$ cat config.mk
export PLATFORM = sky130hd
export DESIGN_NAME = mm_timer
export DESIGN_NICKNAME = d
export VERILOG_FILES = /design/src/rtl/mm_timer_pkg.sv /design/src/rtl/mm_tick_src.sv /design/src/rtl/mm_limit.sv /design/src/rtl/mm_step.sv /design/src/rtl/mm_timer.sv
export SDC_FILE = /design/constraint.sdc
export NUM_CORES = 1
export LEC_CHECK = 0
export ABC_AREA = 1
export BUFFER_PORTS_ARGS = -buffer_cell sky130_fd_sc_hd__buf_2
export CAP_MARGIN = 10
export CORE_AREA = 2 2 120 122
export DETAILED_ROUTE_END_ITERATION = 12
export DIE_AREA = 0 0 122 124
export REMOVE_ABC_BUFFERS = 1
export SYNTH_ARGS = -nofsm -noshare
export SYNTH_HDL_FRONTEND = slang
export SYNTH_SLANG_ARGS = --single-unit
export TNS_END_PERCENT = 100
$ cat constraint.sdc
create_clock -name clk -period 2.4 [get_ports clk]
set_input_delay 0.12 -clock clk [delete_from_list [all_inputs] [get_ports clk]]
set_output_delay 0.12 -clock clk [all_outputs]
set_load 0.02 [all_outputs]
$ cat src/rtl/mm_timer_pkg.sv
package mm_timer_pkg;

  localparam int CNT_W = 16;

  typedef enum logic [1:0] {
    MODE_STOP = 2'd0,
    MODE_UP   = 2'd1,
    MODE_CONT = 2'd2,
    MODE_UPDN = 2'd3
  } mode_e;

  // number of active counter bits for a width code
  function automatic int len_bits(input logic [1:0] code);
    case (code)
      2'd0:    return 8;
      2'd1:    return 10;
      2'd2:    return 12;
      default: return 16;
    endcase
  endfunction

endpackage

$ cat src/rtl/mm_tick_src.sv
module mm_tick_src #(
  parameter int NSRC = 4,
  parameter int SELW = 2,
  parameter int DIVW = 3
) (
  input  logic            clk,
  input  logic            rst_n,
  input  logic [NSRC-1:0] src_tick,
  input  logic [SELW-1:0] src_sel,
  input  logic [1:0]      div_sel,
  input  logic            run,
  input  logic            clr,
  output logic            adv
);

  logic [NSRC-1:0] hit;
  logic            sel_tick;
  logic [DIVW-1:0] div_q, div_d, div_lim;

  // one gate per source, enabled by the select index
  for (genvar i = 0; i < NSRC; i++) begin : g_src
    assign hit[i] = src_tick[i] & (src_sel == SELW'(i));
  end

  assign sel_tick = |hit;

  always_comb begin
    case (div_sel)
      2'd0:    div_lim = DIVW'(0);
      2'd1:    div_lim = DIVW'(1);
      2'd2:    div_lim = DIVW'(3);
      default: div_lim = DIVW'(7);
    endcase
  end

  assign adv = run & sel_tick & (div_q >= div_lim);

  always_comb begin
    div_d = div_q;
    if (clr)                  div_d = '0;
    else if (run && sel_tick) div_d = adv ? '0 : div_q + DIVW'(1);
  end

  always_ff @(posedge clk or negedge rst_n) begin
    if (!rst_n) div_q <= '0;
    else        div_q <= div_d;
  end

endmodule

$ cat src/rtl/mm_limit.sv
module mm_limit
  import mm_timer_pkg::*;
#(
  parameter int CW = CNT_W
) (
  input  logic [1:0]    len_sel,
  input  logic [1:0]    mode,
  input  logic [CW-1:0] period,
  output logic [CW-1:0] maxv,
  output logic [CW-1:0] top,
  output mode_e         eff_mode
);

  logic oor;

  always_comb begin
    maxv = {CW{1'b1}} >> (CW - len_bits(len_sel));
    oor  = period > maxv;
    eff_mode = mode_e'(mode);
    if ((eff_mode == MODE_UP || eff_mode == MODE_UPDN) && oor) eff_mode = MODE_CONT;
    top = (eff_mode == MODE_CONT) ? maxv : period;
  end

endmodule

$ cat src/rtl/mm_step.sv
module mm_step
  import mm_timer_pkg::*;
#(
  parameter int CW = CNT_W
) (
  input  logic [CW-1:0] cur,
  input  logic          dir,
  input  mode_e         eff_mode,
  input  logic [CW-1:0] top,
  output logic [CW-1:0] nxt,
  output logic          dir_nxt
);

  logic [CW-1:0] inc, dec;

  assign inc = cur + CW'(1);
  assign dec = cur - CW'(1);

  always_comb begin
    nxt     = cur;
    dir_nxt = dir;
    case (eff_mode)
      MODE_UP, MODE_CONT: begin
        nxt     = (cur >= top) ? '0 : inc;
        dir_nxt = 1'b0;
      end
      MODE_UPDN: begin
        if (!dir) begin
          if (cur < top) begin
            nxt = inc; dir_nxt = (inc >= top);
          end else if (cur != '0) begin
            nxt = dec; dir_nxt = (dec != '0);
          end else begin
            nxt = '0; dir_nxt = 1'b0;
          end
        end else begin
          if (cur != '0) begin
            nxt = dec; dir_nxt = (dec != '0);
          end else if (top != '0) begin
            nxt = inc; dir_nxt = (inc >= top);
          end else begin
            nxt = '0; dir_nxt = 1'b0;
          end
        end
      end
      default: begin
        nxt     = cur;
        dir_nxt = dir;
      end
    endcase
  end

endmodule

$ cat src/rtl/mm_timer.sv
module mm_timer
  import mm_timer_pkg::*;
#(
  parameter int NSRC = 4,
  parameter int SELW = (NSRC > 1) ? $clog2(NSRC) : 1
) (
  input  logic              clk,
  input  logic              rst_n,
  input  logic [NSRC-1:0]   src_tick,
  input  logic [SELW-1:0]   src_sel,
  input  logic [1:0]        div_sel,
  input  logic [1:0]        mode,
  input  logic [1:0]        len_sel,
  input  logic [CNT_W-1:0]  period,
  input  logic              clr,
  input  logic              ld,
  input  logic [CNT_W-1:0]  ld_val,
  output logic [CNT_W-1:0]  cnt,
  output logic              dir_down,
  output logic              evt_top,
  output logic              evt_zero
);

  localparam int CW = CNT_W;

  logic          run, adv;
  logic [CW-1:0] maxv, top, cur, nxt;
  logic          dir_nxt;
  mode_e         eff_mode;

  logic [CW-1:0] cnt_q, cnt_d;
  logic          dir_q, dir_d;
  logic          et_q, et_d, ez_q, ez_d;

  assign run = (mode != MODE_STOP);

  mm_tick_src #(.NSRC(NSRC), .SELW(SELW), .DIVW(3)) u_src (
    .clk      (clk),
    .rst_n    (rst_n),
    .src_tick (src_tick),
    .src_sel  (src_sel),
    .div_sel  (div_sel),
    .run      (run),
    .clr      (clr),
    .adv      (adv)
  );

  mm_limit #(.CW(CW)) u_lim (
    .len_sel  (len_sel),
    .mode     (mode),
    .period   (period),
    .maxv     (maxv),
    .top      (top),
    .eff_mode (eff_mode)
  );

  assign cur = cnt_q & maxv;

  mm_step #(.CW(CW)) u_step (
    .cur      (cur),
    .dir      (dir_q),
    .eff_mode (eff_mode),
    .top      (top),
    .nxt      (nxt),
    .dir_nxt  (dir_nxt)
  );

  always_comb begin
    cnt_d = cnt_q;
    dir_d = dir_q;
    et_d  = 1'b0;
    ez_d  = 1'b0;
    if (clr) begin
      cnt_d = '0;
      dir_d = 1'b0;
    end else if (ld) begin
      cnt_d = ld_val & maxv;
    end else if (adv) begin
      cnt_d = nxt;
      dir_d = dir_nxt;
      et_d  = (nxt == top) && (nxt != cur);
      ez_d  = (nxt == '0)  && (nxt != cur);
    end
  end

  always_ff @(posedge clk or negedge rst_n) begin
    if (!rst_n) begin
      cnt_q <= '0;
      dir_q <= 1'b0;
      et_q  <= 1'b0;
      ez_q  <= 1'b0;
    end else begin
      cnt_q <= cnt_d;
      dir_q <= dir_d;
      et_q  <= et_d;
      ez_q  <= ez_d;
    end
  end

  assign cnt      = cnt_q;
  assign dir_down = dir_q;
  assign evt_top  = et_q;
  assign evt_zero = ez_q;

endmodule

==> metrics.cfg, run 1 <==
[min_path]
hp-class = input port to register

[synth]
yosys_most_used_dff = dfrtp_1
ys_seq_elements = 22
yosysSeqAreaShare_pct = 11.69
async_flop_share_pct = 100.0
yosys.area.top_type = nand2_1
ys_types = 55
synth_edf_count = 0
syn_area_um2 = 4711
netlist_top_cells_area = nand2_1 15%, ha_1 14%, dfrtp_1 12%
avgSynthCellArea_um2 = 6.198
yosys_warnings = 0
netlist.area_leader.share_pct = 15.22
synthCells = 760

[drt]
antenna_left = 0
via_per_inst = 5.171
drc_errors = 0
vias = 6221
dr.pass1.iters = 5
routedWlPerCell_um = 16.89
routed_wl_mm = 20.31
drt_iter0_drc = 461

[setup_path]
worstSetupEndpointType = register
cp.required_ns = 2.59
r2r-start = cnt[1]$_DFFE_PN0P_
r2r_end = dir_down$_DFFE_PN0P_
slowest_delay_ns = 0.30
r2r_cells = 18
critPathLaunchType = input port
cp_data_arrival_time_ns = 3.94
crit_top_cell = nand2_1
r2r_slack_ns = -0.86
cp-startpoint = len_sel[1]
cp_max_fo = 6
slowest_stage = ha_4
worstSetupEndpoint = evt_top$_DFF_PN0_
criticalPathCategory = input port to register

[job]
maxCapViolCount = 0

[global_route]
gr-total-overflow = 0
grt_max_degree = 23
grt_pass1_wl_mm = 31.04
grt_pass1_vias = 6085
track_usage_pct = 26.47
grt_antenna_before_repair = 0

[floorplan]
ios = 67
placeableCoreArea_um2 = 13720
initial_core_util_pct = 34.34
die_area_um2 = 15130
die_x_um = 122
die_y_um = 124
rows = 43

[sta]
min_period_ns = 3.743
period_share_pct = 156.0
fin_skew_ns = 0.002412
fmax_mhz = 267.2
setup_slack_ns = -1.343
rsz0062_at_grt = true
setup_viol = 19
drv_slew = 0
hold_viol = 0
slew_headroom_pct = 43.44
worstMarginPinSlew_ns = 0.8452

[clock_network]
cts_buffers = 3
cts_sinks = 22
clockBufferDepth = 2
cts.htree.levels = 1
clock_latency_ns = 0.25
clk_pin_slew_ns = 0.06
clock-root-buffer = clkbuf_16
cts_tree = yes

[layout]
fin_nets = 1125
syn_to_final_growth_pct = 67.86
diodes = 0
drive_above_1_share_pct = 49.07
utilization_pct = 57.64
final_cell_area_um2 = 7908

[run_status]
outcome = finished with violations
violations = negative setup slack

[placed_design]
dp_hpwl_mm = 15.09
routabilityCongestion = 1.021
port_buffers = 66
place_area_um2 = 6549

[pwr]
pwr_density_cell_nw_per_um2 = 415.2
peakVddDrop_uv = 324.2
power_leakage_nw = 4.086

placed cells by master, fill, tap and decap left out, types with 3 or more instances in the layout:
cell type / instances
buf_12: 10
conb_1: 3
nor3_2: 5
nor3_1: 4
buf_6: 22
nand2_1: 145
inv_1: 78
inv_2: 15
inv_4: 4
nand3b_1: 3
nand2_2: 50
a22oi_1: 4
nand4_2: 3
nand2_4: 18
xor2_1: 29
o21ai_0: 17
nand3_1: 45
a21oi_2: 12
buf_2: 64
ha_4: 15
clkbuf_16: 3
nor2_2: 18
nand3_4: 4
nor2_4: 12
nand2_8: 3
dfrtp_1: 22
o211ai_1: 6
a21oi_1: 27
nand4_1: 16
ha_1: 36
nand3_2: 26
a22oi_2: 8
o21ai_1: 4
buf_4: 189
a31oi_1: 8
nor2_1: 54
area by class of cell:
type / count / area (um2)
fillers: 1259 / 5812
repair buffers: 287 / 2212
inverters: 102 / 444.2
multi-input cells: 606 / 4367
repair inverters: 3 / 33.78
clock buffers: 3 / 75.07
flip-flops and latches: 22 / 550.5
well taps: 180 / 225.2
critical path: cells and delay by family:
family | cells | cell delay (ns)
adders and majority gates | 2 | 0.57
buffers and inverters | 7 | 0.76
and+or+nand+nor | 27 | 2.48
sequential cells by signal, summed over array words and instances (netlist names):
signal	flops
cnt	16
dir_down	1
evt_top	1
evt_zero	1
u_src.div_q	3
timing repair:
item / 4_1_cts / 5_1_grt
hold buffers: 1 / 0
setup buffers: 17 / 16
pin swaps: 64 / 72
cloned: 5 / 0
gates resized for setup: 145 / 82
endpoints found under the hold margin: 22 / 0
endpoints found under the setup margin: 19 / 19
how the worst min path moves through the flow:
stage	from	end	slack, ns	cells after the start
after floorplan	rst_n	cnt[0]$_DFFE_PN0P_	-0.18	0
after global routing	ld_val[1]	cnt[1]$_DFFE_PN0P_	0.17	3
after CTS	ld_val[15]	cnt[15]$_DFFE_PN0P_	0.14	3
final	ld_val[14]	cnt[14]$_DFFE_PN0P_	0.15	3
after global placement	rst_n	cnt[1]$_DFFE_PN0P_	0.13	1
after detailed placement	rst_n	cnt[3]$_DFFE_PN0P_	0.13	1
per-stage QoR:
| stage | power [mW] | setup slack [ns] | cells | hold slack, ns | setup TNS, ns |
|---|---|---|---|---|---|
| floorplan | 1.441 | -1.294 | 729 | -0.1756 | -18.20 |
| global placement | 2.363 | -1.672 | 1167 | 0.1340 | -26.57 |
| detailed placement | 2.367 | -1.730 | 1167 | 0.1288 | -27.57 |
| CTS | 3.073 | -1.103 | 1193 | 0.1392 | -16.44 |
| global route | 3.486 | -1.569 | 1203 | 0.1676 | -22.92 |
| finish | 3.284 | -1.343 | 1203 | 0.1462 | -19.50 |
cells in the mapped netlist, types with 2 or more instances:
master	n
nand2_1	191
inv_1	88
nand3_1	71
nor2_1	68
ha_1	52
a21oi_1	39
xor2_1	29
dfrtp_1	22
o21ai_0	20
nand2_2	19
clkbuf_1	16
nand4_1	16
a22oi_1	12
inv_2	11
nor2_2	10
a31oi_1	9
buf_2	8
nor3_1	8
nor2_4	6
o211ai_1	6
buf_6	5
nand2_4	5
nand3_2	4
nand3b_1	3
nand4_2	3
a311oi_1	2
and2_1	2
buf_1	2
buf_4	2
nor2_8	2
nor3_2	2
o21a_1	2
xnor2_1	2
xor2_2	2
power by group:
part	switching (mW)	internal [mW]
logic	1.34	1.11
registers	0.0613	0.412
clock network	0.133	0.220
kinds of logic (layout without fill, tap and decap cells):
kind of cell    after synthesis  after routing  share of synthesized area [%]
simple gates                416            417                          42.66
fa+ha+maj                    52             52                          13.81
buf+inv                     135            395                          12.38
flops                        22             22                          11.69
other cells                   1              3                        0.07960
xor+xnor                     33             33                          6.454
compound gates              101            101                          12.94
layer usage:
metal / GRT usage [%] / up-vias / part of all wire [%]
li1: - / 3014 / -
met1: 32.37 / 2884 / 40
met2: 46.12 / 241 / 48
met3: 2.930 / 82 / 6.0
met4: 13.22 / 0 / 5.7
met5: 0 / - / 0
Note: power is estimated with default switching activity, not from simulation.
==> inputs of run 2 (changes only) <==
--- a/config.mk
+++ b/config.mk
@@ -11,6 +11,7 @@
 export CORE_AREA = 2 2 120 122
 export DETAILED_ROUTE_END_ITERATION = 12
 export DIE_AREA = 0 0 122 124
+export RECOVER_POWER = 100
 export REMOVE_ABC_BUFFERS = 1
 export SYNTH_ARGS = -nofsm -noshare
 export SYNTH_HDL_FRONTEND = slang
==> run 2 against run 1 <==
The flow still finishes with violations (negative setup slack). Via count about the same. Cell count unchanged. Global-route usage unchanged. Design area down 0.43%. Clock skew about the same. Sequential power about the same. Sequential cell count unchanged. First-iteration DRC count up 0.87%. Core utilization down 0.25 points. Power down 0.39%. Non-clock buffer count unchanged. Fmax about the same. Largest power group unchanged.
==> metrics.cfg, run 2 (same netlist as run 1, synthesis figures left out) <==
[drt]
antenna_left = 0  ; unchanged
drt_iter0_drc = 465  ; was 461
via_per_inst = 5.174  ; was 5.171
dr.pass1.iters = 5  ; unchanged
drc_errors = 0  ; unchanged
routed_wl_mm = 20.43  ; was 20.31 mm
routedWlPerCell_um = 16.99  ; was 16.89 um
vias = 6224  ; was 6,221

[min_path]
hold-path-cell-count = 3  ; unchanged
min-delay-start = ld_val[14]  ; unchanged
hp-class = input port to register  ; unchanged
min_to = cnt[14]$_DFFE_PN0P_  ; unchanged

[sta]
rsz0062_at_grt = true  ; unchanged
worstMarginPinSlew_ns = 1.287  ; was 0.8452 ns
hold_viol = 0  ; unchanged
min_period_ns = 3.740  ; was 3.743 ns
fmax_mhz = 267.3  ; was 267.2 MHz
period_share_pct = 155.9  ; was 156.0%
fin_skew_ns = 0.002008  ; was 0.002412 ns
setup_slack_ns = -1.340  ; was -1.343 ns
drv_slew = 0  ; unchanged
slew_headroom_pct = 14.18  ; was 43.44%
setup_viol = 19  ; unchanged

[layout]
fin_nets = 1125  ; unchanged
largest_reg_flops = 16  ; unchanged
syn_to_final_growth_pct = 67.14  ; was 67.86%
final_cell_mix = 182 x buf_4, 145 x nand2_1, 78 x inv_1, 54 x nor2_1, 52 x buf_2  ; was 189 x buf_4, 145 x nand2_1, 78 x inv_1, 64 x buf_2, 54 x nor2_1
diodes = 0  ; unchanged
drive_above_1_share_pct = 47.41  ; was 49.07%
layout_commonest_cell = buf_4  ; unchanged
utilization_pct = 57.39  ; was 57.64%

[floorplan]
initial_core_util_pct = 34.34  ; unchanged
die_x_um = 122  ; unchanged
ios = 67  ; unchanged
die_y_um = 124  ; unchanged
rows = 43  ; unchanged
placeableCoreArea_um2 = 13720  ; unchanged
die_area_um2 = 15130  ; unchanged

[setup_path]
cp_data_arrival_time_ns = 3.93  ; was 3.94 ns
r2r_cells = 18  ; unchanged
crit_top_cell = nand2_1  ; unchanged
cp_max_fo = 6  ; unchanged
r2r_slack_ns = -0.83  ; was -0.86 ns
critPathLaunchType = input port  ; unchanged
slowest_delay_ns = 0.30  ; about the same
cp.required_ns = 2.59  ; about the same
slowest_stage = ha_4  ; unchanged
r2r_end = dir_down$_DFFE_PN0P_  ; unchanged
worstSetupEndpointType = register  ; unchanged
criticalPathCategory = input port to register  ; unchanged
r2r-start = cnt[1]$_DFFE_PN0P_  ; unchanged

[clock_network]
cts_sinks = 22  ; unchanged
clk_pin_slew_ns = 0.06  ; about the same
clock_latency_ns = 0.25  ; about the same
cts_tree = yes  ; unchanged
clock-root-buffer = clkbuf_16  ; unchanged
cts.htree.levels = 1  ; unchanged
clockBufferDepth = 2  ; unchanged
cts_buffers = 3  ; unchanged

[placed_design]
dp_slack_ns = -1.730  ; unchanged
dp_hpwl_mm = 15.09  ; unchanged
port_buffers = 66  ; unchanged
routabilityCongestion = 1.021  ; unchanged

[global_route]
grt_antenna_before_repair = 0  ; unchanged
grt_max_degree = 23  ; unchanged
gr-total-overflow = 0  ; unchanged
grt_pass1_wl_mm = 31.04  ; unchanged
grt_pass1_vias = 6085  ; unchanged
track_usage_pct = 26.47  ; unchanged

[pwr]
peakVddDrop_uv = 324.3  ; was 324.2 uV
power_leakage_nw = 4.023  ; was 4.086 nW
pwr_density_cell_nw_per_um2 = 415.4  ; was 415.2 nW/um2

[job]
maxCapViolCount = 0  ; unchanged

[run_status]
outcome = finished with violations  ; unchanged
violations = negative setup slack  ; unchanged

[run 2: repair_timing]
item / in CTS / in global routing
cloned: 5 / 0
buffers inserted: 17 / 16
resized for setup: 145 / 82
hold endpoints to repair: 22 / 0
hold buffers: 1 / 0
endpoints found under the setup margin: 19 / 19
pin swaps: 64 / 72
[run 2: critical path: cells and delay by family]
kind	cells	cell delay, ns
adders and majority gates	2	0.57
buffers and inverters	7	0.76
and+or+nand+nor	27	2.49
[run 2: worst max-delay path by stage]
stage | from | end | depth (start not counted)
after detailed placement | len_sel[1] | evt_zero$_DFF_PN0_ | 34
after global placement | len_sel[1] | evt_top$_DFF_PN0_ | 34
after floorplan | mode[0] | evt_top$_DFF_PN0_ | 24
after CTS | len_sel[0] | evt_top$_DFF_PN0_ | 33
after global routing | len_sel[1] | evt_top$_DFF_PN0_ | 33
final | len_sel[1] | evt_top$_DFF_PN0_ | 36
[run 2: area by class of cell]
cell class | count | area (um2)
fillers | 1270 | 5846
well taps | 180 | 225.2
repair buffers | 287 | 2178
flip-flops and latches | 22 | 550.5
repair inverters | 3 | 33.78
clock buffers | 3 | 75.07
multi-input cells | 606 | 4367
inverters | 102 | 444.2
[run 2: metal layers]
layer / track usage (%) / share of wire, %
met1: 32.37 / 40
met2: 46.12 / 48
met3: 2.930 / 6.1
met4: 13.22 / 5.7
met5: 0 / 0
[run 2: per-stage QoR]
| stage | instances | power [mW] | setup TNS, ns | instance area, um2 | hold WS [ns] |
|---|---|---|---|---|---|
| after floorplan | 729 | 1.441 | -18.20 | 4539 | -0.1756 |
| after global placement | 1167 | 2.363 | -26.57 | 6549 | 0.1340 |
| after detailed placement | 1167 | 2.367 | -27.57 | 6549 | 0.1288 |
| after CTS | 1193 | 3.073 | -16.44 | 7525 | 0.1392 |
| after global routing | 1203 | 3.470 | -22.92 | 7874 | 0.1676 |
| final | 1203 | 3.271 | -19.47 | 7874 | 0.1440 |
[run 2: power by group]
group | switching [mW] | internal [mW]
clock | 0.134 | 0.220
sequential | 0.0600 | 0.412
combinational | 1.35 | 1.10
==> inputs of run 3 (changes only) <==
--- a/config.mk
+++ b/config.mk
@@ -8,12 +8,13 @@
 export ABC_AREA = 1
 export BUFFER_PORTS_ARGS = -buffer_cell sky130_fd_sc_hd__buf_2
 export CAP_MARGIN = 10
-export CORE_AREA = 2 2 120 122
+export CORE_AREA = 2 2 125 127
 export DETAILED_ROUTE_END_ITERATION = 12
-export DIE_AREA = 0 0 122 124
+export DIE_AREA = 0 0 127 129
 export RECOVER_POWER = 100
 export REMOVE_ABC_BUFFERS = 1
 export SYNTH_ARGS = -nofsm -noshare
 export SYNTH_HDL_FRONTEND = slang
+export SYNTH_HIERARCHICAL = 1
 export SYNTH_SLANG_ARGS = --single-unit
 export TNS_END_PERCENT = 100
==> run 3 against run 2 <==
The run still ends with negative setup slack left. Largest cell class unchanged. Die area rose by 8.3%. Combinational power fell by 20%. Sequential cell count did not move. Register-to-register slack improved by 0.05 ns. Power fell by 17%. Critical endpoint is now evt_zero$_DFF_PN0_. Synthesized area rose by 9.7%. Critical path type unchanged. Clock skew fell by 0.00051 ns.
==> metrics.cfg, run 3 <==
[floorplan]
die_x_um = 127  ; was 122 um
placeableCoreArea_um2 = 14980  ; was 13,720 um2
rows = 45  ; was 43
die_y_um = 129  ; was 124 um
initial_core_util_pct = 34.52  ; was 34.34%
ios = 67  ; unchanged
die_area_um2 = 16380  ; was 15,130 um2

[sta]
setup_slack_ns = -1.335  ; was -1.340 ns
setup-tns-final_ns = -21.29  ; was -19.47 ns
slew_headroom_pct = 13.66  ; was 14.18%
fin_skew_ns = 0.001498  ; was 0.002008 ns
min_period_ns = 3.735  ; was 3.740 ns
drv_slew = 0  ; unchanged
fmax_mhz = 267.8  ; was 267.3 MHz
rsz0062_at_grt = true  ; unchanged
setup_viol = 19  ; unchanged
worstMarginPinSlew_ns = 1.295  ; was 1.287 ns
hold_viol = 0  ; unchanged
period_share_pct = 155.6  ; was 155.9%

[layout]
diodes = 0  ; unchanged
drive_above_1_share_pct = 43.45  ; was 47.41%
layout_commonest_cell = nand2_1  ; was buf_4
fillers = 1356  ; was 1,270
utilization_pct = 57.44  ; was 57.39%
largest_reg_flops = 16  ; unchanged
final_cell_area_um2 = 8602  ; was 7874 um2
final_cell_mix = 236 x nand2_1, 234 x buf_4, 118 x inv_1, 75 x nand3_1, 65 x nor2_1  ; was 182 x buf_4, 145 x nand2_1, 78 x inv_1, 54 x nor2_1, 52 x buf_2
syn_to_final_growth_pct = 66.38  ; was 67.14%
fin_nets = 1332  ; was 1,125

[pwr]
pwr_density_cell_nw_per_um2 = 314.8  ; was 415.4 nW/um2
seq_power_share_pct = 14.8  ; was 14.4%
p_int_mw = 1.479  ; was 1.729 mW
power_leakage_nw = 4.779  ; was 4.023 nW
peakVddDrop_uv = 355.5  ; was 324.3 uV
combinationalPowerShare_pct = 72.3  ; was 74.7%
pwr-share-clk_pct = 12.9  ; was 10.8%
p_sw_share_pct = 45.36  ; was 47.13%
p_switching_mw = 1.228  ; was 1.542 mW

[setup_path]
criticalPathCategory = input port to register  ; unchanged
critical_path_depth = 34  ; was 36
path_buf_inv = 5  ; was 7
r2r_cells = 22  ; was 18
critPathLaunchType = input port  ; unchanged
cp_max_fo = 5  ; was 6
critical_path.top_delay_family = simple AND/OR/NAND/NOR gates  ; unchanged
cp_data_arrival_time_ns = 3.87  ; was 3.93 ns
cp.required_ns = 2.54  ; was 2.59 ns
worstSetupEndpointType = register  ; unchanged
crit_top_cell = nand2_1  ; unchanged
slowest_stage = ha_4  ; unchanged
slowest_delay_ns = 0.22  ; was 0.30 ns

[run_status]
violations = negative setup slack  ; unchanged
outcome = finished with violations  ; unchanged

[placed_design]
dp_hpwl_mm = 16.68  ; was 15.09 mm
port_buffers = 66  ; unchanged
dp_slack_ns = -1.799  ; was -1.730 ns
place_area_um2 = 7289  ; was 6549 um2
routabilityCongestion = 1.030  ; was 1.021

[min_path]
hp-class = input port to register  ; unchanged
hold-path-cell-count = 2  ; was 3

[global_route]
grtUsageMet2_pct = 46.36  ; was 46.12%
gr-usage-met3_pct = 2.453  ; was 2.930%
top_usage_layer = met2  ; unchanged
grt_antenna_before_repair = 0  ; unchanged
grt_pass1_wl_mm = 34.82  ; was 31.04 mm
track_usage_pct = 26.40  ; was 26.47%
grt_max_degree = 23  ; unchanged
gr-total-overflow = 0  ; unchanged
grt_pass1_vias = 6923  ; was 6,085
grtUsageMet1_pct = 33.08  ; was 32.37%

[synth]
ys_seq_elements = 22  ; unchanged
synthCells = 919  ; was 760
yosys.area.top_type = nand2_1  ; unchanged
netlist_top_cells_count = 271 x nand2_1, 150 x inv_1, 89 x nand3_1  ; was 191 x nand2_1, 88 x inv_1, 71 x nand3_1
synth_edf_count = 0  ; unchanged
netlist_top_cells_area = nand2_1 20%, ha_1 13%, inv_1 11%  ; was nand2_1 15%, ha_1 14%, dfrtp_1 12%
avgSynthCellArea_um2 = 5.626  ; was 6.198 um2
yosys_most_used_dff = dfrtp_1  ; unchanged
yosys_warnings = 6  ; was 0
netlist.area_leader.share_pct = 19.68  ; was 15.22%
syn_area_um2 = 5170  ; was 4711 um2
async_flop_share_pct = 100.0  ; unchanged
ys_types = 46  ; was 55
yosysMostFrequentCell = nand2_1  ; unchanged
yosysSeqAreaShare_pct = 10.65  ; was 11.69%

[drt]
drc_errors = 0  ; unchanged
via_per_inst = 5.085  ; was 5.174
vias = 7206  ; was 6,224
routed_wl_mm = 22.55  ; was 20.43 mm
routedWlPerCell_um = 15.92  ; was 16.99 um
dr.pass1.iters = 6  ; was 5
drt_iter0_drc = 544  ; was 465
antenna_left = 0  ; unchanged

[job]
maxCapViolCount = 0  ; unchanged

[clock_network]
cts_buffers = 3  ; unchanged
clk_pin_slew_ns = 0.06  ; about the same
clockBufferDepth = 2  ; unchanged
cts_tree = yes  ; unchanged
cts_sinks = 22  ; unchanged
clock-root-buffer = clkbuf_16  ; unchanged
cts.htree.levels = 1  ; unchanged
clock_latency_ns = 0.25  ; about the same

[run 3: cell types whose count changed in the layout (fill, tap and decap cells not counted), sizes merged, moves of 6 or more]
cell / previous run / this run
conb: 3 / 11
a22oi: 12 / 0
nor2: 86 / 105
xor2: 31 / 16
nand3: 75 / 94
o21ai: 21 / 43
o211ai: 6 / 0
buf: 267 / 306
a31oi: 9 / 15
a21oi: 39 / 31
nand2: 216 / 301
inv: 101 / 164
[run 3: final timing paths]
kind | startpoint | to | slack (ns)
setup reg to reg | cnt[1]$_DFFE_PN0P_ | evt_zero$_DFF_PN0_ | -0.78
hold / removal | clr | dir_down$_DFFE_PN0P_ | 0.13
hold reg to reg | u_src/div_q[2]$_DFFE_PN0P_ | u_src/div_q[2]$_DFFE_PN0P_ | 0.54
min in group asynchronous | rst_n | cnt[1]$_DFFE_PN0P_ | 0.67
max in group asynchronous | rst_n | u_src/div_q[0]$_DFFE_PN0P_ | 0.96
setup / recovery | len_sel[0] | evt_zero$_DFF_PN0_ | -1.33
[run 3: per-stage QoR]
stage | hold WS (ns) | power [mW] | cells
CTS | 0.1302 | 2.509 | 1407
global placement | 0.1213 | 1.908 | 1377
floorplan | -0.1756 | 1.179 | 897
detailed placement | 0.1228 | 1.918 | 1377
global route | 0.1341 | 2.882 | 1417
finish | 0.1343 | 2.708 | 1417
[run 3: what timing repair did]
action | in CTS | in global routing
endpoints found under the setup margin | 19 | 19
endpoints found under the hold margin | 22 | 0
buffers inserted | 25 | 11
pin swaps | 62 | 50
cloned | 2 | 0
resized for setup | 153 | 97
hold buffers | 1 | 0
[run 3: metal layers]
layer | share of wire (%) | up-vias | routed length, um
met5 | 0 | - | 0
met4 | 6.3 | 0 | 1418
met3 | 6.6 | 108 | 1495
met2 | 46 | 306 | 10480
met1 | 41 | 3293 | 9161
li1 | - | 3499 | -
[run 3: cells by family (layout without fill, tap and decap cells)]
family	count (synthesis)	after routing	share of synthesized area (%)
and+or+nand+nor	532	534	46.68
buffers and inverters	195	494	15.92
AOI/OAI and AO/OA	95	95	10.24
adders and majority gates	53	53	12.83
DFF	22	22	10.65
xor gates and xnor gates	20	20	3.533
other	2	11	0.1453
[run 3: layout make-up]
type                    instances  area, um2  share of cell area (%)
clock buffers                   3      75.07                  0.8727
multi-input cells             713       4687                   54.49
inverters                     164      638.1                   7.418
flip-flops and latches         22      550.5                   6.400
repair buffers                327       2416                   28.09
well taps                     188      235.2                   2.735
[run 3: power groups by stage]
stage | Combinational (mW) | Clock (mW) | Sequential, mW
2_1_floorplan | 0.752 | 0 | 0.427
3_5_place_dp | 1.51 | 0 | 0.406
5_1_grt | 2.11 | 0.369 | 0.401
3_3_place_gp | 1.50 | 0 | 0.405
6_report | 1.96 | 0.350 | 0.399
4_1_cts | 1.75 | 0.357 | 0.399
